==> src/rtl/sgi_pend_pkg.sv <==
package sgi_pend_pkg;
  localparam int DATA_W = 32;
  localparam int MASK_W = 8;
  localparam int LANES  = DATA_W / MASK_W;

  typedef enum logic {
    WIN_SET = 1'b0,
    WIN_CLR = 1'b1
  } win_e;
endpackage

==> src/rtl/sgi_lane_decode.sv <==
module sgi_lane_decode #(
  parameter int N_CPU = 8,
  parameter int N_SGI = 16,
  parameter int CPU_W = $clog2(N_CPU),
  parameter int WORD_W = $clog2(N_SGI / sgi_pend_pkg::LANES)
) (
  input  logic                                   wr_en,
  input  sgi_pend_pkg::win_e                     win,
  input  logic [CPU_W-1:0]                       cpu,
  input  logic [WORD_W-1:0]                      word,
  input  logic [sgi_pend_pkg::DATA_W-1:0]        wdata,
  output logic [N_CPU-1:0][N_SGI-1:0][sgi_pend_pkg::MASK_W-1:0] set_m,
  output logic [N_CPU-1:0][N_SGI-1:0][sgi_pend_pkg::MASK_W-1:0] clr_m
);
  import sgi_pend_pkg::*;
  localparam int LANE_W = $clog2(LANES);
  localparam int SGI_W  = WORD_W + LANE_W;

  // Spread the four write bytes onto the masks of the addressed CPU.
  always_comb begin
    logic [SGI_W-1:0] idx;
    set_m = '0;
    clr_m = '0;
    idx   = '0;
    if (wr_en) begin
      for (int l = 0; l < LANES; l++) begin
        idx = {word, LANE_W'(l)};
        if (win == WIN_SET) set_m[cpu][idx] = wdata[l*MASK_W +: MASK_W];
        else                clr_m[cpu][idx] = wdata[l*MASK_W +: MASK_W];
      end
    end
  end
endmodule

==> src/rtl/sgi_src_cell.sv <==
module sgi_src_cell #(
  parameter int MASK_W = sgi_pend_pkg::MASK_W
) (
  input  logic              clk,
  input  logic              rst,
  input  logic [MASK_W-1:0] set_b,
  input  logic [MASK_W-1:0] clr_b,
  input  logic [MASK_W-1:0] dlv_b,
  output logic [MASK_W-1:0] mask_q
);
  // Register write first, then the delivery removal on top of it.
  always_ff @(posedge clk) begin
    if (rst) mask_q <= '0;
    else     mask_q <= ((mask_q | set_b) & ~clr_b) & ~dlv_b;
  end
endmodule

==> src/rtl/sgi_word_view.sv <==
module sgi_word_view #(
  parameter int N_CPU = 8,
  parameter int N_SGI = 16,
  parameter int CPU_W = $clog2(N_CPU),
  parameter int WORD_W = $clog2(N_SGI / sgi_pend_pkg::LANES)
) (
  input  logic [N_CPU-1:0][N_SGI-1:0][sgi_pend_pkg::MASK_W-1:0] masks,
  input  logic [CPU_W-1:0]                                      cpu,
  input  logic [WORD_W-1:0]                                     word,
  output logic [sgi_pend_pkg::DATA_W-1:0]                       view
);
  import sgi_pend_pkg::*;
  localparam int LANE_W = $clog2(LANES);

  for (genvar l = 0; l < LANES; l++) begin : g_lane
    assign view[l*MASK_W +: MASK_W] = masks[cpu][{word, LANE_W'(l)}];
  end
endmodule

==> src/rtl/sgi_pend_bank.sv <==
module sgi_pend_bank #(
  parameter int N_CPU = 8,
  parameter int N_SGI = 16,
  localparam int CPU_W  = $clog2(N_CPU),
  localparam int SGI_W  = $clog2(N_SGI),
  localparam int SRC_W  = $clog2(sgi_pend_pkg::MASK_W),
  localparam int WORD_W = $clog2(N_SGI / sgi_pend_pkg::LANES)
) (
  input  logic                        clk,
  input  logic                        rst,
  input  logic                        req_valid,
  output logic                        req_ready,
  input  logic                        req_write,
  input  logic                        req_win,
  input  logic [CPU_W-1:0]            req_cpu,
  input  logic [WORD_W-1:0]           req_word,
  input  logic [31:0]                 req_wdata,
  output logic                        rsp_valid,
  output logic [31:0]                 rsp_data,
  output logic                        upd_o,
  input  logic                        dlv_valid,
  output logic                        dlv_ready,
  input  logic [CPU_W-1:0]            dlv_cpu,
  input  logic [SGI_W-1:0]            dlv_sgi,
  input  logic [SRC_W-1:0]            dlv_src,
  output logic [N_CPU*N_SGI-1:0]      pend_o
);
  import sgi_pend_pkg::*;

  typedef logic [N_CPU-1:0][N_SGI-1:0][MASK_W-1:0] bank_t;

  bank_t mask_q, set_m, clr_m, dlv_m;
  logic  wr_acc, rd_acc, dlv_acc, changed;
  logic [DATA_W-1:0] view;
  win_e  win;

  assign req_ready = ~rst;
  assign dlv_ready = ~rst;
  assign wr_acc  = req_valid & req_ready & req_write;
  assign rd_acc  = req_valid & req_ready & ~req_write;
  assign dlv_acc = dlv_valid & dlv_ready;
  assign win     = win_e'(req_win);

  sgi_lane_decode #(.N_CPU(N_CPU), .N_SGI(N_SGI)) u_dec (
    .wr_en (wr_acc),
    .win   (win),
    .cpu   (req_cpu),
    .word  (req_word),
    .wdata (req_wdata),
    .set_m (set_m),
    .clr_m (clr_m)
  );

  // One-hot removal of a single delivered source bit.
  always_comb begin
    dlv_m = '0;
    if (dlv_acc) dlv_m[dlv_cpu][dlv_sgi][dlv_src] = 1'b1;
  end

  for (genvar c = 0; c < N_CPU; c++) begin : g_cpu
    for (genvar s = 0; s < N_SGI; s++) begin : g_sgi
      sgi_src_cell u_cell (
        .clk    (clk),
        .rst    (rst),
        .set_b  (set_m[c][s]),
        .clr_b  (clr_m[c][s]),
        .dlv_b  (dlv_m[c][s]),
        .mask_q (mask_q[c][s])
      );
      assign pend_o[c*N_SGI+s] = |mask_q[c][s];
    end
  end

  sgi_word_view #(.N_CPU(N_CPU), .N_SGI(N_SGI)) u_view (
    .masks (mask_q),
    .cpu   (req_cpu),
    .word  (req_word),
    .view  (view)
  );

  // The same view serves the read path and the change detector.
  assign changed = (win == WIN_SET) ? |(req_wdata & ~view) : |(req_wdata & view);

  always_ff @(posedge clk) begin
    if (rst) begin
      rsp_valid <= 1'b0;
      rsp_data  <= '0;
      upd_o     <= 1'b0;
    end else begin
      rsp_valid <= rd_acc;
      if (rd_acc) rsp_data <= view;
      upd_o     <= wr_acc & changed;
    end
  end
endmodule

==> config.mk <==
export PLATFORM = sky130hd
export DESIGN_NAME = sgi_pend_bank
export DESIGN_NICKNAME = d
export VERILOG_FILES = /design/src/rtl/sgi_pend_pkg.sv /design/src/rtl/sgi_lane_decode.sv /design/src/rtl/sgi_src_cell.sv /design/src/rtl/sgi_word_view.sv /design/src/rtl/sgi_pend_bank.sv
export SDC_FILE = /design/constraint.sdc
export NUM_CORES = 2
export LEC_CHECK = 0
export ABC_AREA = 1
export ABC_CLOCK_PERIOD_IN_PS = 1500
export BUFFER_PORTS_ARGS = -buffer_cell sky130_fd_sc_hd__buf_2
export CAP_MARGIN = 20
export CELL_PAD_IN_SITES_DETAIL_PLACEMENT = 1
export CELL_PAD_IN_SITES_GLOBAL_PLACEMENT = 1
export CORE_UTILIZATION = 40
export CTS_CLUSTER_DIAMETER = 200
export DETAILED_ROUTE_END_ITERATION = 6
export GPL_TIMING_DRIVEN = 0
export HOLD_SLACK_MARGIN = 0.08
export PLACE_DENSITY_LB_ADDON = 0.1
export SYNTH_ARGS = -nofsm -noshare
export SYNTH_HDL_FRONTEND = slang
export SYNTH_SLANG_ARGS = --single-unit
==> constraint.sdc <==
create_clock -name clk -period 1.5 [get_ports clk]
set_input_delay 0 -clock clk [delete_from_list [all_inputs] [get_ports clk]]
set_output_delay 0 -clock clk [all_outputs]
set_load 0.03 [all_outputs]
==> parameters.txt, run 1 <==
Parameter                              Value

STA
  Worst endpoint kind after the last repair    register data pin
  GRT worst endpoint    upd_o$_SDFF_PP0_/D

Synth
  Largest family of logic cells by synthesized area    compound AO/OA/AOI/OAI gates
  Area fraction of the dominant cell type after synthesis    35.4%
  Ys async rst share    0%
  Post-synthesis share of cell area spent on xor and xnor gates    0%
  Syn_area_per_cell    approximately 6.9 um^2
  Cells taking the most area after synthesis    dfxtp_1, a311oi_1, nand2_1
  Adder and majority cell fraction of the synthesized area    0%
  EDFF count, synth    0
  Post-synthesis cell count    8716
  Post-synthesis net count    8769
  Cell taking the most area after synthesis    dfxtp_1
  Most used flip-flop cell after synthesis    dfxtp_1
  Most common cell in the netlist    nand2_1
  Proportion of synthesized area in mux cells    0%
  Yosys Warn Count    0
  Most common library cells after synthesis    nand2_1, o21ai_0, dfxtp_1
  Number of unique standard cell types used by synthesis    33
  Number of flip-flops and latches in the synthesized netlist    around 1100
  Seq/Total Area, Yosys    35.4%
  Share of the synthesized area in compound gates (AO/OA/AOI/OAI)    34.1%
  Cell area after synthesis    between 50000 and 60000 um^2
  Post-Synth Simple-Gate Area    21.5%

Place
  Detailed Place HPWL    approximately 440000 um
  Cell area after placement    63800 um^2
  Final weighted congestion of routability-driven global placement    1.26
  I/O Buffers    214

Outcome
  Run status    stopped before the end
  First Err    [ERROR GRT-0232] Routing congestion too high. Check the congestion heatmap in the GUI.
  Stage reached    5_1_grt

Global routing
  Total grt overflow    6
  Largest net degree at the start of global routing    17
  Global Route Usage Sum    79.9%

Floorplanning
  Number of top-level pins    217
  Starting utilization of the core area    40.4%
  Die H    389 um
  Die Width    ~400 um
  Count of standard-cell rows    141

CTS
  Clock tree root buffer cell    clkbuf_16
  H-tree level count    4
  TritonCTS Buffers    133
  Clock tree buffer depth    3
  Number of sinks handled by clock tree synthesis    1058
[repair_timing]
item,4_1_cts
resized for setup,1103
endpoints found under the setup margin,1187
setup buffers,79
hold buffers,35
endpoints found under the hold margin,147
pin swaps,159
[stage by stage]
step	TNS [ns]	utilization, %	worst slack, ns	hold slack [ns]	cells
4_1_cts	-47.15	48.6	-0.784	-0.0413	11200
3_5_place_dp	-1851.27	43.1	-2.70	0.440	10900
2_1_floorplan	-0.107	-	-0.107	0.288	8716
3_3_place_gp	-2308.86	42.8	-2.92	0.436	10900
[per-layer routing]
layer	global-route usage (%)	GRT overflow
met5	44.4	0
met4	76.2	1
met3	67.1	0
met2	91.3	5
met1	83.0	0
[cell families after synthesis]
kind of cell / after synthesis
compound gates: 3278
simple gates: 3058
buf+inv: 1322
flops: 1058
==> run 2: changes to the inputs <==
Settings changed: ABC_CLOCK_PERIOD_IN_PS 1500 to 1950, CELL_PAD_IN_SITES_DETAIL_PLACEMENT 1 to default, CELL_PAD_IN_SITES_GLOBAL_PLACEMENT 1 to default, CORE_UTILIZATION 40 to 25, CTS_CLUSTER_DIAMETER 200 to default, HOLD_SLACK_MARGIN 0.08 to default, PLACE_DENSITY_LB_ADDON 0.1 to 0.15.
Clock period 1.5 ns to 1.95 ns, I/O delays scaled along.
==> run 2 against run 1 <==
Net effect:
- the flow now finishes, with violations (DRC, hold timing, setup timing)
- area after synthesis unchanged
- synthesized cell count unchanged
==> parameters.txt, run 2 <==
Parameter                              Value

Outcome
  Run status    finished, violations left
  Failing checks    DRC, hold timing, setup timing

Place
  Final weighted congestion of routability-driven global placement    1.12 (-11%)
  Detailed Place HPWL    551000 um (+25%)
  Post-placement cell count    12200 (+12%)
  Cell area after placement    66600 um^2 (+4.3%)
  I/O Buffers    214 (unchanged)

Synth
  Number of unique standard cell types used by synthesis    33 (unchanged)
  Syn_area_per_cell    6.87 um^2 (unchanged)
  Number of flip-flops and latches in the synthesized netlist    1058 (unchanged)
  Post-synthesis cell count    8716 (unchanged)
  Cell taking the most area after synthesis    dfxtp_1
  EDFF count, synth    0 (unchanged)
  Cell area after synthesis    59900 um^2 (unchanged)
  Post-synthesis net count    8769 (unchanged)
  Area fraction of the dominant cell type after synthesis    35.4% (unchanged)
  Ys async rst share    0% (unchanged)
  Most used flip-flop cell after synthesis    dfxtp_1
  Seq/Total Area, Yosys    35.4% (unchanged)
  Most common cell in the netlist    nand2_1
  Most common library cells after synthesis    nand2_1, o21ai_0, dfxtp_1
  Yosys Warn Count    0 (unchanged)
  Cells taking the most area after synthesis    dfxtp_1, a311oi_1, nand2_1

Worst setup path
  Crit path kind    in2reg
  Worst reg2reg path depth    13
  Critical Path Source    req_cpu[2]
  Kind of capture point of the worst setup path    flip-flop
  Terminus of the critical flop-to-flop path    upd_o
  Reg2Reg Launch Point    g_cpu[2].g_sgi[5].u_cell.mask_q[0]
  Critical path capture point    upd_o
  Flop-to-flop setup slack    -0.82 ns
  Arrival time reported for the critical path endpoint    3.56 ns
  Max FO, Critical Path    10
  Data required time at the worst endpoint    2.71 ns
  Kind of start point of the critical path    input pin

Cells and area
  Post-route cell area    75800 um^2
  Fraction of final layout cells with drive strength greater than 1    between 10% and 20%
  Area growth from synthesis to layout    26.6%
  Register name with the most flops    g_cpu.g_sgi.u_cell.mask_q
  Count of placed standard cells in the final layout, fillers left out    12700
  Largest register FFs    1024
  Area used by multi-input combinational logic    35200 um^2
  Leading cell types in the layout, fill and taps excluded    nand2_1, o21ai_0, a21oi_1
  FF/Latch Area    21300 um^2
  Nets    about 9300
  Biggest regs    g_cpu.g_sgi.u_cell.mask_q (1024), rsp_data (32)
  Most common cell after layout, fill and taps aside    nand2_1
  Filler cells    26400

Power
  Part of the power in combinational logic    16.0%
  Internal Pwr Total    39400 uW
  NetSw    21200 uW
  Power Dens Cells    800 nW/um^2
  Leakage dissipation    0.0284 uW
  Flop pwr share    35.9%
  Relative contribution of the clock network to total power    about half
  Worst supply voltage drop on vdd    0.856 mV
  Switch share    35.0%

Floorplanning
  Die Outline Area    around 240000 um^2
  Die H    491 um (+26%)
  Starting utilization of the core area    25.2% (-15 points)
  Count of standard-cell rows    179 (+27%)
  Core Footprint    238000 um^2
  Die Width    491 um (+26%)
  Number of top-level pins    217 (unchanged)

STA
  Setup repair after global routing missed its margin    true
  Final count of pins violating max slew    0
  Slew @ Worst Pin    1.40 ns
  Finish-stage setup viols    518
  Final worst-path cycle share    144%
  Worst slew margin relative to its limit    6.65%
  Post-Route Skew    0.0526 ns
  Shortest period the worst path allows    2.80 ns
  Maximum clock rate    ~360 MHz
  Count of endpoints failing hold in the final timing report    1
  Hold_ws    -0.0140 ns
  Slack of the critical path    -0.854 ns

Routing
  Average wire per cell in the routed design    54.6 um
  Number of design-rule violations left by the first detailed-router iteration    15100
  1st-pass router iterations    7
  Antenna-violating nets left    0
  Vias per Instance    6.85
  Routed Wire Length    694000 um
  DRC violations left    between 150 and 200
  Via count of the routed design    87100

Flow run
  Max-cap violations    0

Min path
  Kind of path behind the tightest hold check    in2reg

CTS
  Clock tree root buffer cell    clkbuf_16
  TritonCTS clock tree    yes
  Clock tree buffer depth    3 (unchanged)
  Number of sinks handled by clock tree synthesis    1058 (unchanged)
  TritonCTS Buffers    146 (+9.8%)
  Clock latency at the later pin of the worst-skew pair    just over 0.9 ns
  Clock transition at the register clock pins on the worst setup and hold paths after CTS    0.05 ns
  H-tree level count    4 (unchanged)

Global routing
  Largest net degree at the start of global routing    19
  Initial antenna violation count    115
  Global Route Usage Sum    55.2%
  Number of global-route vias before repair    76300
  First-pass GRT wire length    853000 um
  Total grt overflow    0
[run 2: cell counts after synthesis]
Identical to the previous run, type by type.
[run 2: layout make-up]
type / instances / share of cell area [%]
multi-input cells: 6336 / 46.4
flip-flops and latches: 1058 / 28.1
clock buffers: 229 / 5.81
plain buffers: 927 / 5.78
repair buffers: 425 / 5.49
well taps: 3167 / 5.23
inverters: 386 / 1.92
clock inverters: 32 / 0.680
diodes: 159 / 0.525
[run 2: cell families (layout without fill, tap and decap cells)]
logic type / after synthesis / count (layout) / share of synthesized area, %
flip-flops: 1058 / 1058 / 35.4
AO/OA/AOI/OAI: 3278 / 3278 / 34.1
buffers and inverters: 1322 / 1999 / 9.04
other: 0 / 159 / 0
AND/OR/NAND/NOR: 3058 / 3058 / 21.5
[run 2: critical path: stages]
cell and delay [ns]:
buf_2 0.20, nand2_1 0.48, inv_2 0.39, buf_2 0.52, nand3_1 0.44, nand2_1 0.17, nor2_1 0.05, nor2_1 0.09
nor2_1 0.09, nand3_1 0.14, nand2_1 0.11, nor2_1 0.32, nand3_1 0.17, nor2_1 0.11, nand2_1 0.07, nand2_2 0.08
nor2_4 0.08
[run 2: per-layer routing]
metal	up-vias	wire, um	part of all wire (%)	global-route usage [%]
met5	-	619	0.089	0.417
met4	41	79000	11	54.9
li1	32800	-	-	-
met2	8457	266000	38	72.9
met3	2450	92200	13	23.2
met1	43400	256000	37	65.1
[run 2: power by group through the flow]
| stage | logic (uW) | clock network, uW | registers (uW) |
|---|---|---|---|
| 2_1_floorplan | 2970 | 0 | 22200 |
| 3_3_place_gp | 8110 | 0 | 22300 |
| 3_5_place_dp | 8380 | 0 | 22300 |
| 4_1_cts | 8580 | 28800 | 21800 |
| 5_1_grt | 9180 | 29600 | 21800 |
| 6_report | 9700 | 29200 | 21800 |
[run 2: per-stage QoR]
| stage | hold slack (ns) | total power (uW) | worst slack [ns] | utilization, % | setup TNS, ns |
|---|---|---|---|---|---|
| after global placement | 0.442 | 30400 | -3.83 | 27.3 | -2301.50 |
| after floorplan | 0.288 | 25200 | 0.330 | - | 0 |
| after global routing | 0.0312 | 60500 | -0.713 | 31.7 | -1.53 |
| after detailed placement | 0.455 | 30600 | -2.91 | 28.0 | -1537.12 |
| after CTS | 0.00465 | 59200 | -0.602 | 31.1 | -0.996 |
| final | -0.0140 | 60700 | -0.854 | 31.9 | -32.38 |
[run 2: how the worst min path moves through the flow]
stage	startpoint	to	slack (ns)	cells past startpoint
final	rst	upd_o	-0.01	6
after global routing	rst	upd_o	0.03	6
after CTS	req_cpu[2]	rsp_data[25]	0.005	8
after detailed placement	rsp_data[7]	rsp_data[7]	0.46	1
after global placement	upd_o	upd_o	0.44	1
after floorplan	req_write	rsp_data[4]	0.29	3
[run 2: timing repair]
item / in CTS / in global routing
setup endpoints to repair: 1133 / 384
hold endpoints to repair: 136 / 0
cloned: 0 / 0
buffers inserted: 23 / 21
hold buffers: 35 / 0
pin swaps: 111 / 70
gates resized for setup: 556 / 315
No activity file was read; power rests on OpenSTA's default activity.
